`config.mk`:
```
export PLATFORM = sky130hd
export DESIGN_NAME = isq_seq
export DESIGN_NICKNAME = d
export VERILOG_FILES = /design/src/rtl/isq_pkg.sv /design/src/rtl/isq_idx_ctr.sv /design/src/rtl/isq_step_join.sv /design/src/rtl/isq_seq.sv
export SDC_FILE = /design/constraint.sdc
export NUM_CORES = 1
export LEC_CHECK = 0
export BUFFER_PORTS_ARGS = -buffer_cell sky130_fd_sc_hd__buf_2
export CAP_MARGIN = 20
export CORE_ASPECT_RATIO = 1.1
export CORE_UTILIZATION = 30
export DETAILED_ROUTE_END_ITERATION = 16
export HOLD_SLACK_MARGIN = 0.02
export MAX_ROUTING_LAYER = met4
export PLACE_DENSITY = 0.59
export SYNTH_ARGS = -nofsm -noshare
export SYNTH_HDL_FRONTEND = slang
export SYNTH_SLANG_ARGS = --single-unit
```
`constraint.sdc`:
```
create_clock -name clk_i -period 2.6 [get_ports clk_i]
set_input_delay 0.13 -clock clk_i [delete_from_list [all_inputs] [get_ports clk_i]]
set_output_delay 0.13 -clock clk_i [all_outputs]
set_load 0.02 [all_outputs]
```
`src/rtl/isq_pkg.sv`:
```
package isq_pkg;
  typedef enum logic [2:0] {
    ST_IDLE,
    ST_DSYNC,
    ST_DLOAD,
    ST_SLOAD,
    ST_STEP,
    ST_SAVE
  } st_e;
endpackage

```
`src/rtl/isq_idx_ctr.sv`:
```
module isq_idx_ctr #(
  parameter int W = 4
) (
  input  logic         clk_i,
  input  logic         rst_ni,
  input  logic         clr_i,
  input  logic         inc_i,
  input  logic [W-1:0] lim_i,
  output logic [W-1:0] val_o,
  output logic         last_o
);
  logic [W-1:0] val_q;

  always_ff @(posedge clk_i or negedge rst_ni) begin
    if (!rst_ni)    val_q <= '0;
    else if (clr_i) val_q <= '0;
    else if (inc_i) val_q <= val_q + 1'b1;
  end

  assign val_o  = val_q;
  assign last_o = (val_q == lim_i - 1'b1);


  no_wrap_chk: assert property (@(posedge clk_i) disable iff (!rst_ni)
    (inc_i && !clr_i) |-> !last_o);
endmodule

```
`src/rtl/isq_step_join.sv`:
```
module isq_step_join (
  input  logic clk_i,
  input  logic rst_ni,
  input  logic arm_i,
  input  logic no_pf_i,
  input  logic active_i,
  input  logic cmp_done_i,
  input  logic edge_done_i,
  input  logic vtx_done_i,
  output logic all_o
);
  logic cmp_q, edge_q, vtx_q;

  // Re-arming clears the three done flags; a step with no prefetch starts with vertex done.
  always_ff @(posedge clk_i or negedge rst_ni) begin
    if (!rst_ni) begin
      cmp_q  <= 1'b0;
      edge_q <= 1'b0;
      vtx_q  <= 1'b0;
    end else if (arm_i) begin
      cmp_q  <= 1'b0;
      edge_q <= 1'b0;
      vtx_q  <= no_pf_i;
    end else if (active_i) begin
      cmp_q  <= cmp_q  | cmp_done_i;
      edge_q <= edge_q | edge_done_i;
      vtx_q  <= vtx_q  | vtx_done_i;
    end
  end

  assign all_o = active_i & (cmp_q | cmp_done_i) & (edge_q | edge_done_i)
                          & (vtx_q | vtx_done_i);


  cmp_latch_chk: assert property (@(posedge clk_i) disable iff (!rst_ni)
    $rose(cmp_q) |-> $past(active_i));

  edge_latch_chk: assert property (@(posedge clk_i) disable iff (!rst_ni)
    $rose(edge_q) |-> $past(active_i));
endmodule

```
`src/rtl/isq_seq.sv`:
```
module isq_seq
  import isq_pkg::*;
#(
  parameter int IW = 4,
  parameter int CW = 8
) (
  input  logic          clk_i,
  input  logic          rst_ni,
  input  logic          start_i,
  input  logic          multi_chip_i,
  input  logic [IW-1:0] p_count_i,
  input  logic          changed_i,
  output logic          sync_req_o,
  input  logic          sync_done_i,
  output logic          load_req_o,
  output logic          load_dst_o,
  output logic [IW-1:0] load_idx_o,
  output logic          load_bank_o,
  input  logic          load_done_i,
  output logic          upd_req_o,
  output logic [IW-1:0] upd_src_o,
  output logic [IW-1:0] upd_dst_o,
  output logic          upd_bank_o,
  input  logic          cmp_done_i,
  input  logic          edge_done_i,
  output logic          save_req_o,
  output logic [IW-1:0] save_idx_o,
  input  logic          save_done_i,
  output logic          busy_o,
  output logic          finished_o,
  output logic [CW-1:0] iter_cnt_o
);
  st_e           st_q;
  logic [IW-1:0] p_q;
  logic          multi_q, chg_q, bank_q, pf_sync_q, fin_q;
  logic [CW-1:0] iter_q;

  logic          sync_q, ld_q, ld_dst_q, ld_bank_q, up_q, up_bank_q, sv_q;
  logic [IW-1:0] ld_idx_q, up_src_q, up_dst_q, sv_idx_q;

  logic [IW-1:0] s_val, d_val, arm_src;
  logic          s_last, d_last, s_clr, s_inc, d_clr, d_inc;
  logic          arm, arm_last, cur_bank, step_done, vtx_done, save_ev;

  assign save_ev   = (st_q == ST_SAVE) && save_done_i;
  assign d_clr     = ((st_q == ST_IDLE) && start_i) || (save_ev && d_last);
  assign d_inc     = save_ev && !d_last;
  assign s_clr     = d_clr || save_ev;
  assign s_inc     = (st_q == ST_STEP) && step_done && !s_last;
  assign arm       = ((st_q == ST_SLOAD) && load_done_i) || s_inc;
  assign arm_src   = (st_q == ST_STEP) ? s_val + 1'b1 : s_val;
  assign arm_last  = (arm_src == p_q - 1'b1);
  assign cur_bank  = (st_q == ST_STEP) ? ~bank_q : bank_q;
  assign vtx_done  = (st_q == ST_STEP) && load_done_i && !pf_sync_q;

  isq_idx_ctr #(.W(IW)) u_src_ctr (
    .clk_i, .rst_ni, .clr_i(s_clr), .inc_i(s_inc), .lim_i(p_q),
    .val_o(s_val), .last_o(s_last)
  );

  isq_idx_ctr #(.W(IW)) u_dst_ctr (
    .clk_i, .rst_ni, .clr_i(d_clr), .inc_i(d_inc), .lim_i(p_q),
    .val_o(d_val), .last_o(d_last)
  );

  isq_step_join u_join (
    .clk_i, .rst_ni,
    .arm_i(arm), .no_pf_i(arm_last), .active_i(st_q == ST_STEP),
    .cmp_done_i, .edge_done_i, .vtx_done_i(vtx_done),
    .all_o(step_done)
  );

  always_ff @(posedge clk_i or negedge rst_ni) begin
    if (!rst_ni) begin
      st_q      <= ST_IDLE;
      p_q       <= '0;
      multi_q   <= 1'b0;
      chg_q     <= 1'b0;
      bank_q    <= 1'b0;
      pf_sync_q <= 1'b0;
      fin_q     <= 1'b0;
      iter_q    <= '0;
      sync_q    <= 1'b0;
      ld_q      <= 1'b0;
      ld_dst_q  <= 1'b0;
      ld_idx_q  <= '0;
      ld_bank_q <= 1'b0;
      up_q      <= 1'b0;
      up_src_q  <= '0;
      up_dst_q  <= '0;
      up_bank_q <= 1'b0;
      sv_q      <= 1'b0;
      sv_idx_q  <= '0;
    end else begin
      sync_q <= 1'b0;
      ld_q   <= 1'b0;
      up_q   <= 1'b0;
      sv_q   <= 1'b0;
      if (st_q != ST_IDLE && changed_i) chg_q <= 1'b1;

      if (arm) begin
        up_q      <= 1'b1;
        up_src_q  <= arm_src;
        up_dst_q  <= d_val;
        up_bank_q <= cur_bank;
        if (!arm_last) begin
          if (multi_q) begin
            sync_q    <= 1'b1;
            pf_sync_q <= 1'b1;
          end else begin
            ld_q      <= 1'b1;
            ld_dst_q  <= 1'b0;
            ld_idx_q  <= arm_src + 1'b1;
            ld_bank_q <= ~cur_bank;
          end
        end
      end

      unique case (st_q)
        ST_IDLE: if (start_i) begin
          p_q     <= p_count_i;
          multi_q <= multi_chip_i;
          chg_q   <= 1'b0;
          fin_q   <= 1'b0;
          iter_q  <= '0;
          if (multi_chip_i) begin
            sync_q <= 1'b1;
            st_q   <= ST_DSYNC;
          end else begin
            ld_q     <= 1'b1;
            ld_dst_q <= 1'b1;
            ld_idx_q <= '0;
            st_q     <= ST_DLOAD;
          end
        end
        ST_DSYNC: if (sync_done_i) begin
          ld_q     <= 1'b1;
          ld_dst_q <= 1'b1;
          ld_idx_q <= d_val;
          st_q     <= ST_DLOAD;
        end
        ST_DLOAD: if (load_done_i) begin
          ld_q      <= 1'b1;
          ld_dst_q  <= 1'b0;
          ld_idx_q  <= '0;
          ld_bank_q <= bank_q;
          st_q      <= ST_SLOAD;
        end
        ST_SLOAD: if (load_done_i) st_q <= ST_STEP;
        ST_STEP: begin
          // barrier released: prefetch the next source into the idle bank
          if (pf_sync_q && sync_done_i) begin
            pf_sync_q <= 1'b0;
            ld_q      <= 1'b1;
            ld_dst_q  <= 1'b0;
            ld_idx_q  <= s_val + 1'b1;
            ld_bank_q <= ~bank_q;
          end
          if (step_done) begin
            bank_q <= ~bank_q;
            if (s_last) begin
              sv_q     <= 1'b1;
              sv_idx_q <= d_val;
              st_q     <= ST_SAVE;
            end
          end
        end
        ST_SAVE: if (save_done_i) begin
          if (d_last) iter_q <= iter_q + 1'b1;
          if (d_last && !(chg_q || changed_i)) begin
            fin_q <= 1'b1;
            st_q  <= ST_IDLE;
          end else begin
            if (d_last) chg_q <= 1'b0;
            if (multi_q) begin
              sync_q <= 1'b1;
              st_q   <= ST_DSYNC;
            end else begin
              ld_q     <= 1'b1;
              ld_dst_q <= 1'b1;
              ld_idx_q <= d_last ? '0 : d_val + 1'b1;
              st_q     <= ST_DLOAD;
            end
          end
        end
        default: st_q <= ST_IDLE;
      endcase
    end
  end

  assign sync_req_o  = sync_q;
  assign load_req_o  = ld_q;
  assign load_dst_o  = ld_dst_q;
  assign load_idx_o  = ld_idx_q;
  assign load_bank_o = ld_bank_q;
  assign upd_req_o   = up_q;
  assign upd_src_o   = up_src_q;
  assign upd_dst_o   = up_dst_q;
  assign upd_bank_o  = up_bank_q;
  assign save_req_o  = sv_q;
  assign save_idx_o  = sv_idx_q;
  assign busy_o      = (st_q != ST_IDLE);
  assign finished_o  = fin_q;
  assign iter_cnt_o  = iter_q;


  bank_flip_chk: assert property (@(posedge clk_i) disable iff (!rst_ni)
    (bank_q != $past(bank_q)) |-> $past(st_q == ST_STEP));

  fin_busy_chk: assert property (@(posedge clk_i) disable iff (!rst_ni)
    finished_o |-> !busy_o);

  sync_load_chk: assert property (@(posedge clk_i) disable iff (!rst_ni)
    sync_req_o |-> !load_req_o);

  src_range_chk: assert property (@(posedge clk_i) disable iff (!rst_ni)
    upd_req_o |-> (upd_src_o < p_q));

  save_pulse_chk: assert property (@(posedge clk_i) disable iff (!rst_ni)
    save_req_o |=> !save_req_o);
endmodule

```
==> results of run 1 <==
## sequential cells by signal, summed over array words and instances (netlist names), 3 cells and up
signal	flops
iter_cnt_o	8
load_idx_o	4
p_q	4
save_idx_o	4
u_dst_ctr.val_o	4
u_src_ctr.val_o	4
upd_dst_o	4
upd_src_o	4
st_q	3
## cell type report
| cell class | count | area [um^2] | area share |
|---|---|---|---|
| sequential | 54 | 1350 | 0.374 |
| inverter | 10 | 37.5 | 0.0104 |
| timing repair buffer | 64 | 375 | 0.104 |
| multi-input combinational | 235 | 1590 | 0.440 |
| clock buffer | 6 | 72.6 | 0.0201 |
| clock inverter | 2 | 37.5 | 0.0104 |
| tap | 120 | 150 | 0.0415 |
## logic make-up (layout without fill, tap and decap cells)
kind of cell,Yosys count,after routing,synth area share
AOI/OAI and AO/OA,72,72,0.156
xor gates and xnor gates,29,29,0.0993
adders and majority gates,5,5,0.0205
buffers and inverters,25,82,0.0345
DFF,54,54,0.443
muxes,14,14,0.0497
and+or+nand+nor,115,115,0.197
## layer usage
metal / track usage / part of all wire
met1: 0.205 / 0.48
met2: 0.256 / 0.46
met5: - / 0
met3: 0.0260 / 0.038
met4: 0.0530 / 0.018
## what timing repair did
action | 4_1_cts | 5_1_grt
gates resized for setup | 0 | 1
hold endpoints to repair | 57 | 0
setup endpoints to repair | 0 | 3
hold buffers | 4 | 0
buffers inserted | 0 | 0
## worst reg2reg max path: stages, from the launching register on
cell and delay [ns]:
dfrtp_2 0.43, inv_1 0.08, ha_1 0.36, xor2_1 0.20, nand3_1 0.23, nor4_2 0.33, nor2_1 0.19, a221oi_1 0.34
o21ai_1 0.12
## final timing paths
check | start | endpoint | slack (ns) | cells past startpoint
hold / removal | p_count_i[0] | p_q[0] | 0.05 | 3
setup / recovery | p_q[0] | load_idx_o[0] | 0.19 | 8
max in group asynchronous | rst_ni | p_q[0] | 1.66 | 3
hold reg to reg | finished_o | finished_o | 0.51 | 1
min in group asynchronous | rst_ni | save_idx_o[1] | 0.46 | 3
setup reg to reg | p_q[0] | load_idx_o[0] | 0.19 | 8
## Yosys cell counts (all sizes together) (7+ instances only)
cell type	number
nand3	8
clkbuf	10
mux2	9
nor2	30
nand4	7
a21oi	16
inv	10
xor2	14
nand2	36
xnor2	12
o21ai	23
dfrtp	54
nor3	7
## report_power, final
part	total, mW	switching, mW	internal (mW)
Sequential	1.34	0.291	1.05
Combinational	1.62	0.959	0.663
Clock	0.572	0.284	0.288
## stage by stage
step           hold WS, ns   util  instance area [um^2]  std cells  power [mW]
4_1_cts             0.0429  0.366                  3620        491        3.56
2_1_floorplan       -0.166      -                  3050        314        2.49
3_5_place_dp         0.307  0.351                  3470        479        2.97
3_3_place_gp         0.304  0.351                  3470        479        2.96
6_report            0.0512  0.366                  3620        491        3.54
5_1_grt             0.0657  0.366                  3620        491        3.80
==> metrics.md, run 1 <==
| Metric | Value |
|---|---|
| Status | finished with violations |
| Failing checks | DRC |
| Achievable frequency | 415 MHz |
| Synth area leader | dfrtp_1 |
| Fin crit period | 2.41 ns |
| Synthesized area | 3050 um^2 |
| Max clock buf depth | 2 |
| Drt via density | 5.17 |
| Total Wirelength | 7750 um |
| CTS tree | built |
| Crit-path cells | inv_1 > ha_1 > xor2_1 > nand3_1 > nor4_2 > nor2_1 > a221oi_1 > o21ai_1 |
| Peak supply drop | 0.000414 V |
| First-pass GRT wire length | 12900 um |
| CP Capture Type | flip-flop |
| Drt pass-1 iters | 10 |
| Full die area | 10600 um^2 |
| WL/cell | 15.8 um |
| DP Wirelength | 5760 um |
| RD Place Congestion | 0.871 |
| Final Hold Violating Endpoints | 0 |
| Yosys warnings | 0 |
| I/O pins | 47 |
| Number of synthesized flops with an enable pin | 0 |
| Drt drc | 3 |
| Post-Synthesis Cells | 314 |
| Top cells by area, synth | dfrtp_1 (44%), nand2_1 (4.4%), xor2_1 (4.0%) |
| Ys async rst share | 1.00 |
| Avg Inst Size Synth | 9.71 um^2 |
| Nets | 389 |
| Most common cell after layout, fill and taps aside | dfrtp_1 |
| Buf/Inv on CP | 1 |
| Vias | 2540 |
| Synth-to-Final Area Change | 18.7% |
| Buffers added on ports | 46 |
| Worst Path Max Fanout | 7 |
| Clock sink count | 54 |
| Clock transition at path regs | 0.10 ns |
| Delay-heaviest family, CP | simple AND/OR/NAND/NOR gates |
| Slew Viols, Final | 0 |
| Netlist cell types | 56 |
| Most frequent cells in the layout | dfrtp_1 (53), buf_2 (46), nand2_1 (36), nor2_1 (30), o21ai_0 (20) |
| Worst hold path class | in2reg |
| Total negative slack | 0 ns |
| Share of the yosys chip area belonging to registers | 0.443 |
| Worst Slack Setup Final | 0.191 ns |
| Synth top area share | 0.443 |
| Antenna violation net count after detailed routing | 0 |
| Slowest-stage cell, CP | dfrtp_2 |
| Initial core utilization | 0.308 |
| Pleak | 1.72 nW |
| Critical path required time | 2.79 ns |
| N_diodes | 0 |
| Layout Skew | 0.0118 ns |
| Final Cycle Share | 0.927 |
| Rel. slew slack | 0.540 |
| # fillers | 1040 |
| Vias in the first global route | 2538 |
| Crit path DAT | 2.60 ns |
| Die Y | 108 um |
| Largest net degree at the start of global routing | 55 |
| WS Path Type | reg2reg |
| Mapped Nets | 333 |
| Max-cap violations | 0 |
| DRT iter0 DRCs | 244 |
| Synth Flop Type | dfrtp_1 |
| Core Area | 9890 um^2 |
| Unrepaired setup endpoints after global routing | false |
| Synth Register Bits | 54 |
| Grt total ovfl | 0 |
| Power Density | 978 nW/um^2 |
| Slew @ Worst Pin | 0.690 ns |
| Clock Latency Late Sink | 0.31 ns |
| Die Wd | 98.1 um |
| H-tree levels | 2 |
| Total CTS buffers | 5 |
| Total track usage | 0.159 |
| Layout cells sized above 1 | 0.237 |
| Core Rows | 38 |
| Post-Place Worst Slack | 0.180 ns |
| Clock Tree Root | clkbuf_8 |
| CP Launch Type | flip-flop |
| Initial antenna violation count | 0 |
| Final setup fails | 0 |
| Slowest cell delay on critical path | 0.43 ns |
No activity file was read; power rests on OpenSTA's default activity.
==> inputs of run 2 (changes only) <==
ABC_AREA = 1   (was unset)
PLACE_DENSITY = 0.58   (was 0.59)
==> metrics.md, run 2 <==
| Metric | Value |
|---|---|
| Vias in the first global route | 2997 (was 2538) |
| Slew Viols, Final | 0 (unchanged) |
| Vias | 3001 (was 2540) |
| Synth top area share | 0.413 (was 0.443) |
| Combinational family with the most area after synthesis | simple AND/OR/NAND/NOR gates (unchanged) |
| Worst Path Max Fanout | 12 (was 7) |
| Worst Slack Setup Final | 0.312 ns (was 0.191 ns) |
| Total track usage | 0.174 (was 0.159) |
| Mapped Nets | 442 (was 333) |
| First-pass GRT wire length | 14900 um (was 12900 um) |
| Number of synthesized flops with an enable pin | 0 (unchanged) |
| Netlist cell types | 42 (was 56) |
| Max-cap violations | 0 (unchanged) |
| Drt drc | 0 (was 3) |
| Clock transition at path regs | 0.07 ns (was 0.10 ns) |
| CTS tree | built (unchanged) |
| Buffers added on ports | 46 (unchanged) |
| Tot Pwr | 4.05 mW (was 3.54 mW) |
| DRT iter0 DRCs | 278 (was 244) |
| Layout cells sized above 1 | 0.192 (was 0.237) |
| Fin crit period | 2.29 ns (was 2.41 ns) |
| Top cells by area, synth | dfrtp_1 (41%), nand2_1 (14%), nand3_1 (5.8%) (was dfrtp_1 (44%), nand2_1 (4.4%), xor2_1 (4.0%)) |
| WS Path Type | reg2reg (unchanged) |
| Avg Inst Size Synth | 7.74 um^2 (was 9.71 um^2) |
| Clock sink count | 54 (unchanged) |
| Synth Register Bits | 54 (unchanged) |
| Leading cell types by count after synthesis | nand2_1 (120), dfrtp_1 (54), inv_1 (48) (was dfrtp_1 (54), nand2_1 (36), nor2_1 (30)) |
| Most frequent cells in the layout | nand2_1 (120), dfrtp_1 (54), inv_1 (48), buf_2 (46), nand3_1 (38) (was dfrtp_1 (53), buf_2 (46), nand2_1 (36), nor2_1 (30), o21ai_0 (20)) |
| Crit path DAT | 2.48 ns (was 2.60 ns) |
| Post-Synthesis Cells | 423 (was 314) |
| Synth Area in XOR/XNOR | 0.0394 (was 0.0993) |
| Full die area | 11300 um^2 (was 10600 um^2) |
| Final Cycle Share | 0.880 (was 0.927) |
| CP Capture Type | flip-flop (unchanged) |
| Max clock buf depth | 2 (unchanged) |
| Core Area | 10500 um^2 (was 9890 um^2) |
| Reg2Reg Setup Slack | 0.31 ns (was 0.19 ns) |
| Power Density | 1060 nW/um^2 (was 978 nW/um^2) |
| Nets | 492 (was 389) |
| Fraction of the mapped netlist area in adder cells | 0.0191 (was 0.0205) |
| Rel. slew slack | 0.715 (was 0.540) |
| Peak supply drop | 0.000330 V (was 0.000414 V) |
| Slowest-stage cell, CP | dfrtp_1 (was dfrtp_2) |
| Clock Latency Late Sink | 0.30 ns (was 0.31 ns) |
| Drt pass-1 iters | 5 (was 10) |
| Worst hold path class | in2reg (unchanged) |
| I/O pins | 47 (unchanged) |
| Pleak | 1.95 nW (was 1.72 nW) |
| Synth-to-Final Area Change | 16.6% (was 18.7%) |
| RD Place Congestion | 0.881 (was 0.871) |
| Synthesized area | 3270 um^2 (was 3050 um^2) |
| Compound-gate portion of the synthesized area | 0.111 (was 0.156) |
| Yosys warnings | 0 (unchanged) |
| Share of the yosys chip area belonging to registers | 0.413 (was 0.443) |
| H-tree levels | 2 (unchanged) |
| Total CTS buffers | 5 (unchanged) |
| Final Hold Violating Endpoints | 0 (unchanged) |
| Initial core utilization | 0.312 (was 0.308) |
| Status | completed (was finished with violations) |
| Initial antenna violation count | 0 (unchanged) |
| Most common cell in the netlist | nand2_1 (was dfrtp_1) |
| Synth Flop Type | dfrtp_1 (unchanged) |
| Antenna violation net count after detailed routing | 0 (unchanged) |
| DP Wirelength | 6650 um (was 5760 um) |
| Final setup fails | 0 (unchanged) |
| Max reg flops | 8 (unchanged) |
| WL/cell | 14.3 um (was 15.8 um) |
| Met2 wire len | 4160 um (was 3580 um) |
| Post-Place Worst Slack | 0.348 ns (was 0.180 ns) |
| Total setup buffers inserted after CTS | 0 (unchanged) |
| Slew @ Worst Pin | 0.427 ns (was 0.690 ns) |
| Grt total ovfl | 0 (unchanged) |
| Unrepaired setup endpoints after global routing | false (unchanged) |
| Ys async rst share | 1.00 (unchanged) |
| Synth area leader | dfrtp_1 (unchanged) |
| Slowest cell delay on critical path | 0.44 ns (was 0.43 ns) |
| CP Launch Type | flip-flop (unchanged) |
| Layout Skew | 0.0104 ns (was 0.0118 ns) |
| Clock Tree Root | clkbuf_16 (was clkbuf_8) |
| Largest net degree at the start of global routing | 21 (was 55) |
| Die Y | 112 um (was 108 um) |
| Top sig layer | met4 (unchanged) |
| WL met1 | 4110 um (was 3720 um) |
| Most common cell after layout, fill and taps aside | nand2_1 (was dfrtp_1) |
| Crit-path cells | inv_2 > ha_1 > inv_1 > nand2_1 > nand4_1 > nor3_2 > nand3_1 > nand2_1 > inv_2 > a22o_1 (was inv_1 > ha_1 > xor2_1 > nand3_1 > nor4_2 > nor2_1 > a221oi_1 > o21ai_1) |
| Routed met3 length | 345 um (was 296 um) |
| Die Wd | 102 um (was 98.1 um) |
| Achievable frequency | 437 MHz (was 415 MHz) |
| Post-synthesis mux area share | 0 (was 0.0497) |
| Total Wirelength | 8830 um (was 7750 um) |
| Post-Synth Simple-Gate Area | 0.332 (was 0.197) |
| N_diodes | 0 (unchanged) |
| Drt via density | 4.86 (was 5.17) |
| Critical path required time | 2.79 ns (about the same) |
| Total negative slack | 0 ns (unchanged) |
| Buf/Inv on CP | 3 (was 1) |
| Core Rows | 39 (was 38) |
| Delay-heaviest family, CP | simple AND/OR/NAND/NOR gates (unchanged) |
==> run 2: cell types whose count changed after synthesis, sizes merged, moves of 4 or more <==
cell,before,now
and3,4,0
mux2,9,0
xnor2,12,0
mux2i,5,0
nor2b,5,0
o21ai,23,31
nor3,7,3
o22ai,2,8
nand2,36,129
nand3,8,45
inv,10,55
a211oi,4,0
clkbuf,10,1
==> run 2: final cells by class <==
cell class / count / area (um^2)
fillers: 1098 / 6670
well taps: 143 / 179
multi-input cells: 306 / 1640
repair buffers: 50 / 263
clock buffers: 7 / 133
clock inverters: 1 / 30.0
flip-flops and latches: 54 / 1350
inverters: 56 / 218
==> run 2: logic make-up (layout without fill, tap and decap cells) <==
family                   count (synthesis)  after routing
AO/OA/AOI/OAI                           63             63
XOR/XNOR                                13             13
adder cells (fa/ha/maj)                  5              5
buffers and inverters                   63            114
flip-flops                              54             54
AND/OR/NAND/NOR                        225            225
==> run 2: worst min-delay path, delay by kind of cell <==
family | cells | cell delay (ns)
buffers and inverters | 1 | 0.08
AOI/OAI and AO/OA | 1 | 0.05
and+or+nand+nor | 1 | 0.04
==> run 2: path summary, 6_finish.rpt <==
| path | from | to | depth (start not counted) |
|---|---|---|---|
| max | p_q[0] | iter_cnt_o[1] | 10 |
| min | p_count_i[3] | p_q[3] | 3 |
| max reg2reg | p_q[0] | iter_cnt_o[1] | 10 |
| min reg2reg | upd_bank_o | upd_bank_o | 2 |
| max in group asynchronous | rst_ni | load_idx_o[2] | 3 |
| min in group asynchronous | rst_ni | upd_src_o[1] | 2 |
==> run 2: power by group <==
part	internal (mW)	leakage, nW	switching [mW]
logic	0.630	1.16	1.35
registers	1.08	0.710	0.213
clock network	0.457	0.0781	0.316
==> run 2: what timing repair did <==
| action | in CTS | in global routing |
|---|---|---|
| endpoints found under the setup margin | 0 | 0 |
| hold endpoints to repair | 15 | 0 |
| resized for setup | 0 | 0 |
| hold buffers | 1 | 0 |
==> run 2: metal layers <==
metal,global-route usage,up-vias
met2,0.278,76
li1,-,1492
met4,0.0638,0
met1,0.222,1419
met3,0.0270,14
met5,-,-
==> run 2: per-stage QoR <==
| stage | std cells | hold slack, ns | instance area [um^2] | util |
|---|---|---|---|---|
| after floorplan | 423 | -0.166 | 3270 | - |
| after detailed placement | 608 | 0.0775 | 3640 | 0.347 |
| after global placement | 608 | 0.0786 | 3640 | 0.347 |
| after CTS | 617 | 0.0345 | 3820 | 0.364 |
| final | 617 | 0.0413 | 3820 | 0.364 |
| after global routing | 617 | 0.0511 | 3820 | 0.364 |
==> inputs of run 3 (changes only) <==
CORE_ASPECT_RATIO = 0.8   (was 1.1)
CTS_CLUSTER_DIAMETER = 50   (was unset)
==> metrics.md, run 3 (synthesis results as in run 2) <==
| Metric | Value |
|---|---|
| RD Place Congestion | 0.913 (was 0.881) |
| Total Wirelength | 8850 um (was 8830 um) |
| Total setup buffers inserted after CTS | 0 (unchanged) |
| Initial antenna violation count | 0 (unchanged) |
| I/O pins | 47 (unchanged) |
| Vias in the first global route | 2787 (was 2997) |
| Synth-to-Final Area Change | 17.8% (was 16.6%) |
| Core Rows | 33 (was 39) |
| Total track usage | 0.170 (was 0.174) |
| Sw Ratio | 0.451 (was 0.464) |
| Critical path required time | 2.79 ns (about the same) |
| Antenna violation net count after detailed routing | 0 (unchanged) |
| CTS tree | built (unchanged) |
| Status | completed (unchanged) |
| DP Wirelength | 6750 um (was 6650 um) |
| Crit path DAT | 2.40 ns (was 2.48 ns) |
| Grt total ovfl | 0 (unchanged) |
| Fin crit period | 2.21 ns (was 2.29 ns) |
| Core Area | 10400 um^2 (was 10500 um^2) |
| Internal Power | 2.30 mW (was 2.17 mW) |
| Achievable frequency | 453 MHz (was 437 MHz) |
| Unrepaired setup endpoints after global routing | false (unchanged) |
| Hold path startpoint | p_count_i[2] (was p_count_i[3]) |
| Most frequent cells in the layout | nand2_1 (120), dfrtp_1 (54), inv_1 (48), buf_2 (46), nand3_1 (38) (unchanged) |
| H-tree levels | 2 (unchanged) |
| CP Capture Type | flip-flop (unchanged) |
| DRT iter0 DRCs | 164 (was 278) |
| RR Endpoint | iter_cnt_o[1] (unchanged) |
| Max reg flops | 8 (unchanged) |
| WHS Endpoint | p_q[2] (was p_q[3]) |
| Final setup fails | 0 (unchanged) |
| Crit-path cells | inv_2 > ha_1 > inv_1 > nand2_1 > nand4_1 > nor3_2 > nand3_1 > nand2_1 > inv_2 > a22o_1 (unchanged) |
| Area of the multi-input gates | 1640 um^2 (unchanged) |
| Nets | 493 (was 492) |
| Worst Path Max Fanout | 12 (unchanged) |
| Total negative slack | 0 ns (unchanged) |
| Register area | 1350 um^2 (unchanged) |
| Post-cts sizing count | 0 (unchanged) |
| Slowest cell delay on critical path | 0.42 ns (was 0.44 ns) |
| Vias | 2972 (was 3001) |
| WHS Path Cells | 3 (unchanged) |
| N_diodes | 0 (unchanged) |
| Largest net degree at the start of global routing | 22 (was 21) |
| Worst Reg2Reg Path Length in Cells | 10 (unchanged) |
| Layout cells sized above 1 | 0.198 (was 0.192) |
| Final Hold Violating Endpoints | 0 (unchanged) |
| Total CTS buffers | 5 (unchanged) |
| Fin area | 3860 um^2 (was 3820 um^2) |
| Tot Pwr | 4.18 mW (was 4.05 mW) |
| Die Wd | 119 um (was 102 um) |
| Rel. slew slack | 0.666 (was 0.715) |
| Layout Skew | 0.00312 ns (was 0.0104 ns) |
| Die Y | 95.4 um (was 112 um) |
| NetSw | 1.89 mW (was 1.88 mW) |
| Clock sink count | 54 (unchanged) |
| Final Cycle Share | 0.850 (was 0.880) |
| Buffers added on ports | 46 (unchanged) |
| Drt drc | 0 (unchanged) |
| Clock power share | 0.217 (was 0.191) |
| First-pass GRT wire length | 14400 um (was 14900 um) |
| Slowest-stage cell, CP | dfrtp_1 (unchanged) |
| Most common cell after layout, fill and taps aside | nand2_1 (unchanged) |
| Pleak | 1.97 nW (was 1.95 nW) |
| Worst hold path class | in2reg (unchanged) |
| Reg2Reg Setup Slack | 0.39 ns (was 0.31 ns) |
| Sequential share of power | 0.310 (was 0.320) |
| CP Launch Type | flip-flop (unchanged) |
| Clock transition at path regs | 0.07 ns (about the same) |
| Drt pass-1 iters | 4 (was 5) |
| Slew Viols, Final | 0 (unchanged) |
| Worst r2r src | p_q[0] (unchanged) |
| Slew @ Worst Pin | 0.502 ns (was 0.427 ns) |
| Max-cap violations | 0 (unchanged) |
| Max clock buf depth | 2 (unchanged) |
| Full die area | 11300 um^2 (about the same) |
| Clock Tree Root | clkbuf_16 (unchanged) |
| Initial core utilization | 0.313 (was 0.312) |
| Power Density | 1080 nW/um^2 (was 1060 nW/um^2) |
| Placed inst area | 3650 um^2 (was 3640 um^2) |
| Combinational group share of total power | 0.474 (was 0.489) |
| WL/cell | 14.4 um (was 14.3 um) |
| Clock Latency Late Sink | 0.30 ns (about the same) |
| Drt via density | 4.83 (was 4.86) |
| Peak supply drop | 0.000281 V (was 0.000330 V) |
| WS Path Type | reg2reg (unchanged) |
| # fillers | 1111 (was 1098) |
[run 3: stage by stage]
step	util	setup WS, ns	hold WS (ns)	std cells
after floorplan	-	0.687	-0.166	423
after detailed placement	0.349	0.414	0.132	606
after global routing	0.369	0.134	0.0355	615
final	0.369	0.391	0.0359	615
after global placement	0.349	0.474	0.117	606
after CTS	0.369	0.388	0.0357	615
[run 3: timing repair]
action,4_1_cts,5_1_grt
hold buffers,1,0
setup endpoints to repair,0,0
endpoints found under the hold margin,19,0
[run 3: worst max path at each step]
stage | startpoint | endpoint | slack [ns] | depth (start not counted)
2_1_floorplan | p_q[0] | sync_req_o | 0.69 | 11
3_3_place_gp | p_q[0] | iter_cnt_o[1] | 0.47 | 10
3_5_place_dp | p_q[0] | iter_cnt_o[1] | 0.41 | 10
4_1_cts | p_q[0] | iter_cnt_o[1] | 0.39 | 10
5_1_grt | p_q[0] | u_dst_ctr.val_o[3] | 0.13 | 11
6_report | p_q[0] | iter_cnt_o[1] | 0.39 | 10
[run 3: cell type report]
class                   instances  area share
multi-input cells             306       0.426
flip-flops and latches         54       0.350
repair buffers                 51      0.0701
inverters                      56      0.0564
well taps                     140      0.0454
clock buffers                   6      0.0360
clock inverters                 2      0.0156
[run 3: layer usage]
layer  up-vias  track usage  routed length [um]  share of wire
li1       1487            -                   -              -
met1      1372        0.242                4530           0.51
met2       103        0.247                3690           0.42
met3        10       0.0281                 520          0.059
met4         0       0.0517                 107          0.012
met5         -            -                   0              0
[run 3: power groups by stage]
stage               logic [mW]  clock network [mW]  registers, mW
floorplan                 1.39                   0           1.39
global placement          1.96                   0           1.30
detailed placement        1.98                   0           1.31
CTS                       1.98               0.924           1.30
global route              2.23               0.953           1.33
finish                    1.98               0.908           1.29
[run 3: critical path: cells and delay by family, from the launching register on]
kind | cells | cell delay [ns]
DFF | 1 | 0.42
and+or+nand+nor | 5 | 0.82
buffers and inverters | 3 | 0.29
adders and majority gates | 1 | 0.35
AOI/OAI and AO/OA | 1 | 0.21
